### config.mk
export PLATFORM = sky130hd
export DESIGN_NAME = card_detect_ctrl
export DESIGN_NICKNAME = d
export VERILOG_FILES = /design/src/rtl/cdet_pkg.sv /design/src/rtl/cdet_sync.sv /design/src/rtl/cdet_ctrl_reg.sv /design/src/rtl/cdet_debounce.sv /design/src/rtl/card_detect_ctrl.sv
export SDC_FILE = /design/constraint.sdc
export NUM_CORES = 1
export LEC_CHECK = 0
export BUFFER_PORTS_ARGS = -buffer_cell sky130_fd_sc_hd__buf_2
export CAP_MARGIN = 10
export CORE_MARGIN = 1.5
export CORE_UTILIZATION = 45
export CTS_BUF_LIST = sky130_fd_sc_hd__clkbuf_4
export DETAILED_ROUTE_END_ITERATION = 10
export HOLD_SLACK_MARGIN = 0.02
export PLACE_DENSITY = 0.69
export RECOVER_POWER = 100
export SYNTH_ARGS = -nofsm -noshare
export SYNTH_HDL_FRONTEND = slang
export SYNTH_SLANG_ARGS = --single-unit
### constraint.sdc
create_clock -name clk_i -period 2.4 [get_ports clk_i]
set_clock_uncertainty 0.1 [all_clocks]
set_input_delay 0.12 -clock clk_i [delete_from_list [all_inputs] [get_ports clk_i]]
set_output_delay 0.12 -clock clk_i [all_outputs]
set_load 0.01 [all_outputs]
### src/rtl/cdet_pkg.sv
package cdet_pkg;
  localparam int unsigned BIT_DEB  = 7;
  localparam int unsigned BIT_EN   = 6;
  localparam int unsigned BIT_POL  = 3;
  localparam int unsigned BIT_PU_N = 2;
  localparam int unsigned BIT_PD   = 1;
  localparam int unsigned BIT_PRES = 0;

  typedef struct packed {
    logic deb_en;
    logic det_en;
    logic pol;
    logic pu_n;
    logic pd_en;
  } ctrl_t;
endpackage

### src/rtl/cdet_sync.sv
module cdet_sync #(
  parameter int unsigned STAGES = 2
) (
  input  logic clk_i,
  input  logic rst_ni,
  input  logic d_i,
  output logic q_o
);
  logic [STAGES-1:0] stg_q;

  generate
    for (genvar i = 0; i < STAGES; i++) begin : g_stage
      always_ff @(posedge clk_i or negedge rst_ni) begin
        if (!rst_ni) stg_q[i] <= 1'b0;
        else if (i == 0) stg_q[i] <= d_i;
        else stg_q[i] <= stg_q[(i == 0) ? 0 : i-1];
      end
    end
  endgenerate

  assign q_o = stg_q[STAGES-1];
endmodule

### src/rtl/cdet_ctrl_reg.sv
module cdet_ctrl_reg
  import cdet_pkg::*;
(
  input  logic       clk_i,
  input  logic       rst_ni,
  input  logic       we_i,
  input  logic [7:0] wdata_i,
  input  logic       present_i,
  output ctrl_t      ctrl_o,
  output logic [7:0] rdata_o
);
  ctrl_t ctrl_q;
  logic  unused_wbits;

  assign unused_wbits = ^{wdata_i[5:4], wdata_i[BIT_PRES]};

  always_ff @(posedge clk_i or negedge rst_ni) begin
    if (!rst_ni) begin
      ctrl_q <= '0;
    end else if (we_i) begin
      ctrl_q.deb_en <= wdata_i[BIT_DEB];
      ctrl_q.det_en <= wdata_i[BIT_EN];
      ctrl_q.pol    <= wdata_i[BIT_POL];
      ctrl_q.pu_n   <= wdata_i[BIT_PU_N];
      ctrl_q.pd_en  <= wdata_i[BIT_PD];
    end
  end

  always_comb begin
    rdata_o           = '0;
    rdata_o[BIT_DEB]  = ctrl_q.deb_en;
    rdata_o[BIT_EN]   = ctrl_q.det_en;
    rdata_o[BIT_POL]  = ctrl_q.pol;
    rdata_o[BIT_PU_N] = ctrl_q.pu_n;
    rdata_o[BIT_PD]   = ctrl_q.pd_en;
    rdata_o[BIT_PRES] = present_i;
  end

  assign ctrl_o = ctrl_q;

  assert_write_lands_R1: assert property (@(posedge clk_i) disable iff (!rst_ni)
    we_i |=> (rdata_o[7:1] == ($past(wdata_i[7:1]) & 7'b1100111)));
  assert_rsvd_zero_R1: assert property (@(posedge clk_i) disable iff (!rst_ni)
    rdata_o[5:4] == 2'b00);
endmodule

### src/rtl/cdet_debounce.sv
module cdet_debounce #(
  parameter int unsigned TICKS = 64
) (
  input  logic clk_i,
  input  logic rst_ni,
  input  logic en_i,
  input  logic deb_en_i,
  input  logic bypass_i,
  input  logic level_i,
  input  logic tick_i,
  output logic present_o,
  output logic event_o
);
  localparam int unsigned CW = $clog2(TICKS + 1);
  localparam logic [CW-1:0] LIMIT = CW'(TICKS);

  logic [CW-1:0] cnt_q, cnt_d;
  logic          pres_q, pres_d, evt_q;

  always_comb begin
    cnt_d  = cnt_q;
    pres_d = pres_q;
    if (!en_i || !level_i) begin
      cnt_d  = '0;
      pres_d = 1'b0;
    end else if (bypass_i || !deb_en_i) begin
      cnt_d  = LIMIT;  // qualified: hold at limit
      pres_d = 1'b1;
    end else begin
      if (tick_i && cnt_q != LIMIT) cnt_d = cnt_q + 1'b1;
      if (cnt_d == LIMIT) pres_d = 1'b1;
    end
  end

  always_ff @(posedge clk_i or negedge rst_ni) begin
    if (!rst_ni) begin
      cnt_q  <= '0;
      pres_q <= 1'b0;
      evt_q  <= 1'b0;
    end else begin
      cnt_q  <= cnt_d;
      pres_q <= pres_d;
      evt_q  <= pres_d ^ pres_q;
    end
  end

  assign present_o = pres_q;
  assign event_o   = evt_q;

  assert_cnt_bound_R2: assert property (@(posedge clk_i) disable iff (!rst_ni)
    cnt_q <= LIMIT);
  assert_no_early_set_R2: assert property (@(posedge clk_i) disable iff (!rst_ni)
    (!pres_q && en_i && deb_en_i && !bypass_i && cnt_q < LIMIT - 1'b1) |=> !pres_q);
  assert_drop_clears_R3: assert property (@(posedge clk_i) disable iff (!rst_ni)
    !level_i |=> (!pres_q && cnt_q == '0));
  assert_disable_clears_R5: assert property (@(posedge clk_i) disable iff (!rst_ni)
    !en_i |=> (!pres_q && cnt_q == '0));
endmodule

### src/rtl/card_detect_ctrl.sv
module card_detect_ctrl
  import cdet_pkg::*;
#(
  parameter int unsigned DEB_TICKS   = 64,
  parameter int unsigned SYNC_STAGES = 2
) (
  input  logic       clk_i,
  input  logic       rst_ni,
  input  logic       pin_i,
  input  logic       ms_tick_i,
  input  logic       pwrdn_i,
  input  logic       reg_we_i,
  input  logic [7:0] reg_wdata_i,
  output logic [7:0] reg_rdata_o,
  output logic       pull_up_n_o,
  output logic       pull_down_o,
  output logic       card_present_o,
  output logic       card_event_o
);
  ctrl_t ctrl;
  logic  pin_sync, level, present, event_p;

  cdet_sync #(.STAGES(SYNC_STAGES)) u_sync (
    .clk_i (clk_i),
    .rst_ni(rst_ni),
    .d_i   (pin_i),
    .q_o   (pin_sync)
  );

  assign level = ctrl.det_en && (pin_sync == ctrl.pol);

  cdet_debounce #(.TICKS(DEB_TICKS)) u_deb (
    .clk_i    (clk_i),
    .rst_ni   (rst_ni),
    .en_i     (ctrl.det_en),
    .deb_en_i (ctrl.deb_en),
    .bypass_i (pwrdn_i),
    .level_i  (level),
    .tick_i   (ms_tick_i),
    .present_o(present),
    .event_o  (event_p)
  );

  cdet_ctrl_reg u_reg (
    .clk_i    (clk_i),
    .rst_ni   (rst_ni),
    .we_i     (reg_we_i),
    .wdata_i  (reg_wdata_i),
    .present_i(present),
    .ctrl_o   (ctrl),
    .rdata_o  (reg_rdata_o)
  );

  assign pull_up_n_o    = ctrl.pu_n;
  assign pull_down_o    = ctrl.pd_en;
  assign card_present_o = present;
  assign card_event_o   = event_p;

  assert_event_on_change_R8: assert property (@(posedge clk_i) disable iff (!rst_ni)
    (card_present_o != $past(card_present_o)) |-> card_event_o);
  assert_event_single_R8: assert property (@(posedge clk_i) disable iff (!rst_ni)
    card_event_o |=> !card_event_o || (card_present_o != $past(card_present_o)));
  assert_bit0_mirrors_R9: assert property (@(posedge clk_i) disable iff (!rst_ni)
    reg_rdata_o[0] == card_present_o);
endmodule

Word level (Yosys, flattened, before mapping)
Index checks and enable logic that the tools add are counted.
{ "word_totals": {"in_bits": 14, "regBits": 16, "out_inout_bits": 12, "word_cells": 30} }
{ "op_classes": {"eq_ne": 3, "bitwise": 1, "reduce_logical": 7, "n_mux": 8, "addsub": 1} }
{ "ops": {"columns": ["operator", "n"], "rows": [
  ["$mux 7", 5],
  ["$add 7x1->7 const B", 1],
  ["$eq 7x7->1 const B", 1],
  ["$ne 7x7->1 const B", 1],
  ["$logic_not 1->1", 3],
  ["$mux 1", 3],
  ["$logic_and 1x1->1", 2],
  ["$logic_or 1x1->1", 2],
  ["$eq 1x1->1", 1],
  ["$xor 1x1->1", 1]
]} }

Depth between registers and ports, before layout
Gate-level depths: netlist of run 1.
{ "depth": {"depth_word": 10, "mapped_depth": 6, "depth_no_buf": 6} }

By module
From an unflattened synthesis of run 1, not the netlist that was laid out.
{ "hier_totals": {"cells_unflattened": 79, "hier_area_um2": 842.1} }
{ "modules_own_cells": {"columns": ["mod", "cells_each", "instances", "area_per_inst_um2", "seq_area_each_um2"], "rows": [
  ["cdet_debounce", 56, 1, 531.8, 225.2],
  ["cdet_ctrl_reg", 19, 1, 245.2, 125.1],
  ["cdet_sync", 2, 1, 50.0, 50.0],
  ["card_detect_ctrl", 2, 1, 15.0, 0.0]
]} }

Worst setup path before layout of run 1
No wires, ideal clock.
{ "synth_timing": {"kind": "register to register", "from": "register u_deb.cnt_q[0]", "to": "register u_deb.evt_q (netlist: u_deb.event_o)", "required_ns": 2.214, "path_stages_with_launch": 7, "setup_ns": 0.086, "arrival_time_ns": 1.414, "period_less_slack_ns": 1.600, "n_path_buf": 0, "slack_ns": 0.800, "path_cell_list": "dfrtp_1 inv_1 ha_1 o31ai_1 mux2_2 nand4_1 a32oi_1"} }
{ "synth_via": {"elab_chain_len": 10, "word_cells_on_any_way": 11, "classes_between": "add/sub: 1; eq/ne: 2; mux: 6; bitwise: 1; reduce/logical: 1"} }
{ "synth_rtl": {"columns": ["element", "line", "source"], "rows": [
  ["start: declaration", "cdet_debounce.sv:17", "logic [CW-1:0] cnt_q, cnt_d;"],
  ["start signal: assignment", "cdet_debounce.sv:41", "cnt_q <= cnt_d;"],
  ["branches (longest 2 deep; another with $add 7x1->7)", null, null],
  ["$mux 7 *", "cdet_debounce.sv:30", "if (tick_i && cnt_q != LIMIT) cnt_d = cnt_q + 1'b1;"],
  ["$mux 7 *", "cdet_debounce.sv:26", "end else if (bypass_i || !deb_en_i) begin"],
  ["$mux 7 *", "cdet_debounce.sv:23", "if (!en_i || !level_i) begin"],
  ["$eq 7x7->1 *", "cdet_debounce.sv:31", "if (cnt_d == LIMIT) pres_d = 1'b1;"],
  ["$mux 1 *", "cdet_debounce.sv:31", null],
  ["$mux 1 *", "cdet_debounce.sv:26", null],
  ["$mux 1 *", "cdet_debounce.sv:23", null],
  ["$xor 1x1->1 *", "cdet_debounce.sv:43", "evt_q <= pres_d ^ pres_q;"],
  ["end signal: assignment", "cdet_debounce.sv:43", null],
  ["end: declaration", "cdet_debounce.sv:18", "logic pres_q, pres_d, evt_q;"]
]} }
Mark *: on every way between the ends. The select of a mux whose other input is x is not followed.
A chain may end at the register's enable or synchronous reset.

Worst setup path in the final report of run 1
Ends and elaborated chain as after synthesis.

==> results of run 1 <==
## worst min-delay path, stage by stage
cell     delay [ns]
buf_2          0.07
nor2b_1        0.06
a21oi_1        0.13
## sequential cells by signal, indices dropped and copies added, names as in the netlist
signal           count
u_deb.cnt_q          7
u_sync.q_o           1
u_sync.stg_q         1
u_deb.event_o        1
u_reg.ctrl_o         5
u_deb.present_o      1
## metal layers
| metal | vias up | track usage | routed length, um |
|---|---|---|---|
| li1 | 327 | - | - |
| met1 | 316 | 0.2024 | 692 |
| met2 | 17 | 0.2904 | 816 |
| met3 | 2 | 0.06923 | 61 |
| met4 | 0 | 0.03333 | 7 |
| met5 | - | 0 | 0 |
## kinds of logic after synthesis
| group | synth area share |
|---|---|
| buffers and inverters | 0.08237 |
| other | 0.004331 |
| AND/OR/NAND/NOR | 0.1821 |
| AO/OA/AOI/OAI | 0.08961 |
| XOR/XNOR | 0.06069 |
| flip-flops | 0.4624 |
| adder cells (fa/ha/maj) | 0.02890 |
| multiplexers | 0.08959 |
## power by group through the flow
stage	clock network (W)	registers (W)	logic, W
2_1_floorplan	0	0.000313	0.0000653
4_1_cts	0.000148	0.000303	0.000106
5_1_grt	0.000160	0.000307	0.000112
3_3_place_gp	0	0.000308	0.0000957
3_5_place_dp	0	0.000309	0.0000972
6_report	0.000141	0.000304	0.0000997
## Yosys cell counts, types with 2 or more instances
cell type / number
xor2_1: 2
xnor2_1: 4
ha_1: 2
nand2_1: 8
nor2_1: 8
nand2b_1: 2
buf_4: 8
nand3_1: 4
nor2b_1: 2
inv_1: 3
mux2_2: 6
a21oi_1: 4
o21ai_0: 2
dfrtp_1: 16
## area by class of cell
class | instances | area [sq um]
Timing Repair Buffer | 27 | 156.4
Multi-Input combinational cell | 58 | 390.4
Sequential cell | 16 | 400.4
Tap cell | 25 | 31.28
Fill cell | 182 | 748.2
Clock inverter | 1 | 3.754
Clock buffer | 3 | 22.52
Inverter | 3 | 11.26
## repair_timing
item	CTS	global route
hold buffers	7	0
hold endpoints to repair	22	0
buffers inserted	0	0
## through the flow
| step | utilization | worst slack (ns) | std cells | power [W] | hold slack (ns) |
|---|---|---|---|---|---|
| 3_3_place_gp | 0.5333 | 0.6143 | 122 | 0.0004033 | -0.05584 |
| 3_5_place_dp | 0.5333 | 0.5950 | 122 | 0.0004061 | -0.04997 |
| 2_1_floorplan | - | 0.8004 | 85 | 0.0003783 | -0.2756 |
| 4_1_cts | 0.5879 | 0.5526 | 133 | 0.0005576 | 0.04426 |
| 6_report | 0.5759 | 0.5302 | 133 | 0.0005443 | 0.04744 |
| 5_1_grt | 0.5759 | 0.4027 | 133 | 0.0005787 | 0.05167 |
## worst paths after layout
kind,from,end,cells past startpoint
max reg2reg,u_deb.cnt_q[0],u_deb.event_o,6
min,pwrdn_i,u_deb.cnt_q[6],3
max in group asynchronous,rst_ni,u_deb.cnt_q[1],2
max,u_deb.cnt_q[0],u_deb.event_o,6
min in group asynchronous,rst_ni,u_deb.event_o,2
min reg2reg,u_sync.stg_q[0],u_sync.q_o,0
==> results.yml, run 1 <==
critical_path:
  worstPathArrival_ns: 1.97
  slowest_delay_ns: 0.48
  required_ns: 2.50
  cp_cell_sequence: "ha_1 -> and4_1 -> nand3_1 -> o32ai_2 -> nand4_1 -> a32oi_1"
  crit_slowest_cell: "dfrtp_1"
  path_class: "register to register"
  crit_buf_inv: 0
  cp_max_fo: 8
  rrSetupSlack_ns: 0.53
  cp-end-kind: "register"
  worstSetupStartpointType: "register"
  crit_family: "simple AND/OR/NAND/NOR gates"
global_route:
  grt_pass1_wl_um: 2587
  grt_overflow_total: 0
  grt_max_degree: 17
  antenna_found_initial: 0
  grtUsageTotal: 0.1698
  first_global_vias: 590
synthesis:
  async_flop_share: 1.000
  yosysTopAreaCellShare: 0.4624
  ys_warn_count: 0
  yosysTopAreaCell: "dfrtp_1"
  yosys_register_bits: 16
  syn_area_sq_um: 865.8
  syn_inst: 84
  yosysSeqAreaShare: 0.4624
  synth-edff-count: 0
  avgSynthCellArea_sq_um: 10.31
  synthFlopType: "dfrtp_1"
  synth_area_leaders: "dfrtp_1, mux2_2, buf_4"
  ys_types: 27
clock_tree:
  clk_path_buf_depth: 2
  cts_inserted_buffers: 3
  cts_resized: 0
  path_clk_slew_ns: 0.09
  cts.sinks: 16
  clock_latency_ns: 0.28
  clock-root-buffer: "clkbuf_4"
  htree_levels: 1
  tritoncts: "done"
cells_and_area:
  drive_gt1_frac: 0.1667
  num_antenna_cells: 0
  finalInstanceArea_sq_um: 1016
  layout_common_cells: "dfrtp_1, clkbuf_1, buf_2"
  final_common_cell: "dfrtp_1"
  fin_nets: 125
  syn_to_final_growth_pct: 17.34
die:
  initial_core_util: 0.4908
  die_w_um: 46.87
  rows: 15
  die-area_sq_um: 2196
  die_h_um: 46.87
  core_area_sq_um: 1764
  io_pins: 26
power_and_ir_drop:
  combinationalPowerShare: 0.183
  p_leak_nw: 0.4203
  p_per_area_nw_per_um2: 535.7
  irDropWorstVdd_mv: 0.4788
  p_seq_frac: 0.558
  p_clk_frac: 0.259
  internal_power_w: 0.0003945
  switching_power_w: 0.0001498
  sw_frac_of_total: 0.2753
timing:
  grt_setup_unrepaired: "false"
  finalSetupViolCount: 0
  final.period_utilization: 0.7791
  tightest_slew_ns: 0.8320
  fmax_ghz: 0.5348
  finalMaxSlewViolations: 0
  tns_ns: 0
  hold_violations: 0
  period_needed_ns: 1.870
  max_slew_margin: 0.4453
routing:
  ant_nets: 0
  routed_wl_um: 1578
  first_iter_violations: 14
  dr.pass1.iters: 4
  vias: 662
  wire_per_inst_um: 11.86
  drc_errors: 0
  routed_via_density: 4.977
placement:
  placed_area_sq_um: 940.9
  port_buffers: 20
  place_congestion: 0.8118
  hpwl_um: 1119
outcome:
  status: "complete, no violations"
job:
  maxCapViolations: 0
worst_hold_path:
  hold_path_class: "input pin to register"
No activity file was read; power rests on OpenSTA's default activity.
==> inputs of run 2 (changes only) <==
--- a/config.mk
+++ b/config.mk
@@ -12,7 +12,7 @@
 export CTS_BUF_LIST = sky130_fd_sc_hd__clkbuf_4
 export DETAILED_ROUTE_END_ITERATION = 10
 export HOLD_SLACK_MARGIN = 0.02
-export PLACE_DENSITY = 0.69
+export PLACE_DENSITY = 0.72
 export RECOVER_POWER = 100
 export SYNTH_ARGS = -nofsm -noshare
 export SYNTH_HDL_FRONTEND = slang
==> constraint.sdc (replaced) <==
create_clock -name clk_i -period 1.7 [get_ports clk_i]
set_clock_uncertainty 0.1 [all_clocks]
set_input_delay 0.085 -clock clk_i [delete_from_list [all_inputs] [get_ports clk_i]]
set_output_delay 0.085 -clock clk_i [all_outputs]
set_load 0.01 [all_outputs]
==> run 2 against run 1 <==
  * The run now ends with negative setup slack left
  * Utilization rose by 5.8 points
  * Critical path depth is the same
  * Final cell count up 6.8%
  * Combinational power increased by 57%
  * Via count increased by 6.2%
  * Routed wire length up 14%
  * Hold slack got worse by 0.014 ns
  * Global-route usage up 1.2 points
  * Non-clock buffer count is 9 higher
  * Clock-buffer cell count unchanged
  * Critical path type unchanged
==> results.yml, run 2 (same netlist as run 1, synthesis figures left out) <==
outcome:
  violations: "negative setup slack"
  status: "finished, violations left"
cells_and_area:
  final.fill_count: 160
  finalInstanceArea_sq_um: 1119
  postLayoutCoreUtil: 0.6340
  fin_nets: 134
  final_common_cell: "dfrtp_1"
  top_register: "u_deb.cnt_q"
  layout_common_cells: "dfrtp_1, clkbuf_1, buf_2"
  largest_register_ffs: 7
  num_antenna_cells: 0
  drive_gt1_frac: 0.2735
  syn_to_final_growth_pct: 29.19
placement:
  place_congestion: 0.8328
  port_buffers: 20
  post-place-ws_ns: -0.008768
  hpwl_um: 1173
  placed_area_sq_um: 978.4
power_and_ir_drop:
  p_leak_nw: 0.4645
  p_per_area_nw_per_um2: 701.9
  irDropWorstVdd_mv: 0.7576
global_route:
  grtUsageTotal: 0.1819
  antenna_found_initial: 0
  grt_overflow_total: 0
  first_global_vias: 669
  grt_pass1_wl_um: 2863
  grt_max_degree: 17
routing:
  first_iter_violations: 21
  drc_errors: 0
  ant_nets: 0
  routed_via_density: 4.951
  routed_wl_um: 1795
  wire_per_inst_um: 12.64
  dr.pass1.iters: 4
  vias: 703
clock_tree:
  tritoncts: "done"
  clock-root-buffer: "clkbuf_4"
  clk_path_buf_depth: 2
  htree_levels: 1
  path_clk_slew_ns: 0.09
  cts_inserted_buffers: 3
  clock_latency_ns: 0.28
  cts.sinks: 16
die:
  core_area_sq_um: 1764
  die_w_um: 46.87
  die_h_um: 46.87
  initial_core_util: 0.4908
  rows: 15
  die-area_sq_um: 2196
  io_pins: 26
timing:
  hold_violations: 0
  finalSetupViolCount: 1
  setup_ws_ns: -0.02313
  period_needed_ns: 1.723
  max_slew_margin: 0.4637
  grt_setup_unrepaired: "true"
  fmax_ghz: 0.5803
  finalMaxSlewViolations: 0
  tightest_slew_ns: 0.8045
  final.period_utilization: 1.014
critical_path:
  rrSetupSlack_ns: -0.02
  cp-end-kind: "register"
  worstPathArrival_ns: 1.83
  path_class: "register to register"
  worstSetupStartpointType: "register"
  required_ns: 1.80
  cp_max_fo: 4
job:
  maxCapViolations: 0
worst_hold_path:
  hold_path_class: "input pin to register"
==> run 2: metrics by stage <==
step / cells / TNS, ns / hold WS (ns) / total power (W)
2_1_floorplan: 85 / 0 / -0.3106 / 0.0005340
3_3_place_gp: 127 / 0 / -0.09411 / 0.0005742
3_5_place_dp: 127 / -0.008768 / -0.08891 / 0.0005783
4_1_cts: 140 / -0.02627 / 0.02489 / 0.0007956
5_1_grt: 142 / -0.1505 / 0.03024 / 0.0008357
6_report: 142 / -0.02313 / 0.03385 / 0.0007851
==> run 2: worst paths after layout <==
kind                                 start              to  depth (start not counted)
max                         u_deb.cnt_q[0]   u_deb.event_o                          6
min                              ms_tick_i  u_deb.cnt_q[1]                          3
max reg2reg                 u_deb.cnt_q[0]   u_deb.event_o                          6
min reg2reg                u_sync.stg_q[0]      u_sync.q_o                          0
max in group asynchronous           rst_ni      u_sync.q_o                          2
min in group asynchronous           rst_ni  u_deb.cnt_q[4]                          2
==> run 2: per-layer routing <==
layer  GRT usage  wire length (um)  vias to the layer above
met5           0                 0                        -
met4     0.03333                 0                        0
met3     0.06923                77                        0
met2      0.3151               945                       20
met1      0.2174               772                      341
li1            -                 -                      342
==> run 2: cell type report <==
type,instances,area (sq um),area share
multi-input combinational,58,429.2,0.3837
sequential,16,400.4,0.3579
timing repair buffer,36,220.2,0.1969
tap,25,31.28,0.02796
clock buffer,3,22.52,0.02013
inverter,3,11.26,0.01007
clock inverter,1,3.754,0.003356
==> run 2: timing repair <==
item,CTS,global route
setup buffers,1,2
endpoints found under the setup margin,1,2
pin swaps,2,3
hold buffers,8,0
resized for setup,3,4
hold endpoints to repair,23,0
==> run 2: where the power goes <==
part,total (W),switching (W),internal (W)
logic,0.000157,0.0000823,0.0000743
registers,0.000429,0.0000219,0.000407
clock network,0.000199,0.000114,0.0000851
total,0.000785,0.000218,0.000567
==> run 2: critical path, stage by stage (launching register included) <==
cell and delay, ns:
dfrtp_1 0.41, ha_2 0.21, and4_4 0.27, nand3_4 0.09
o32ai_2 0.20, nand4_1 0.17, a32oi_1 0.19
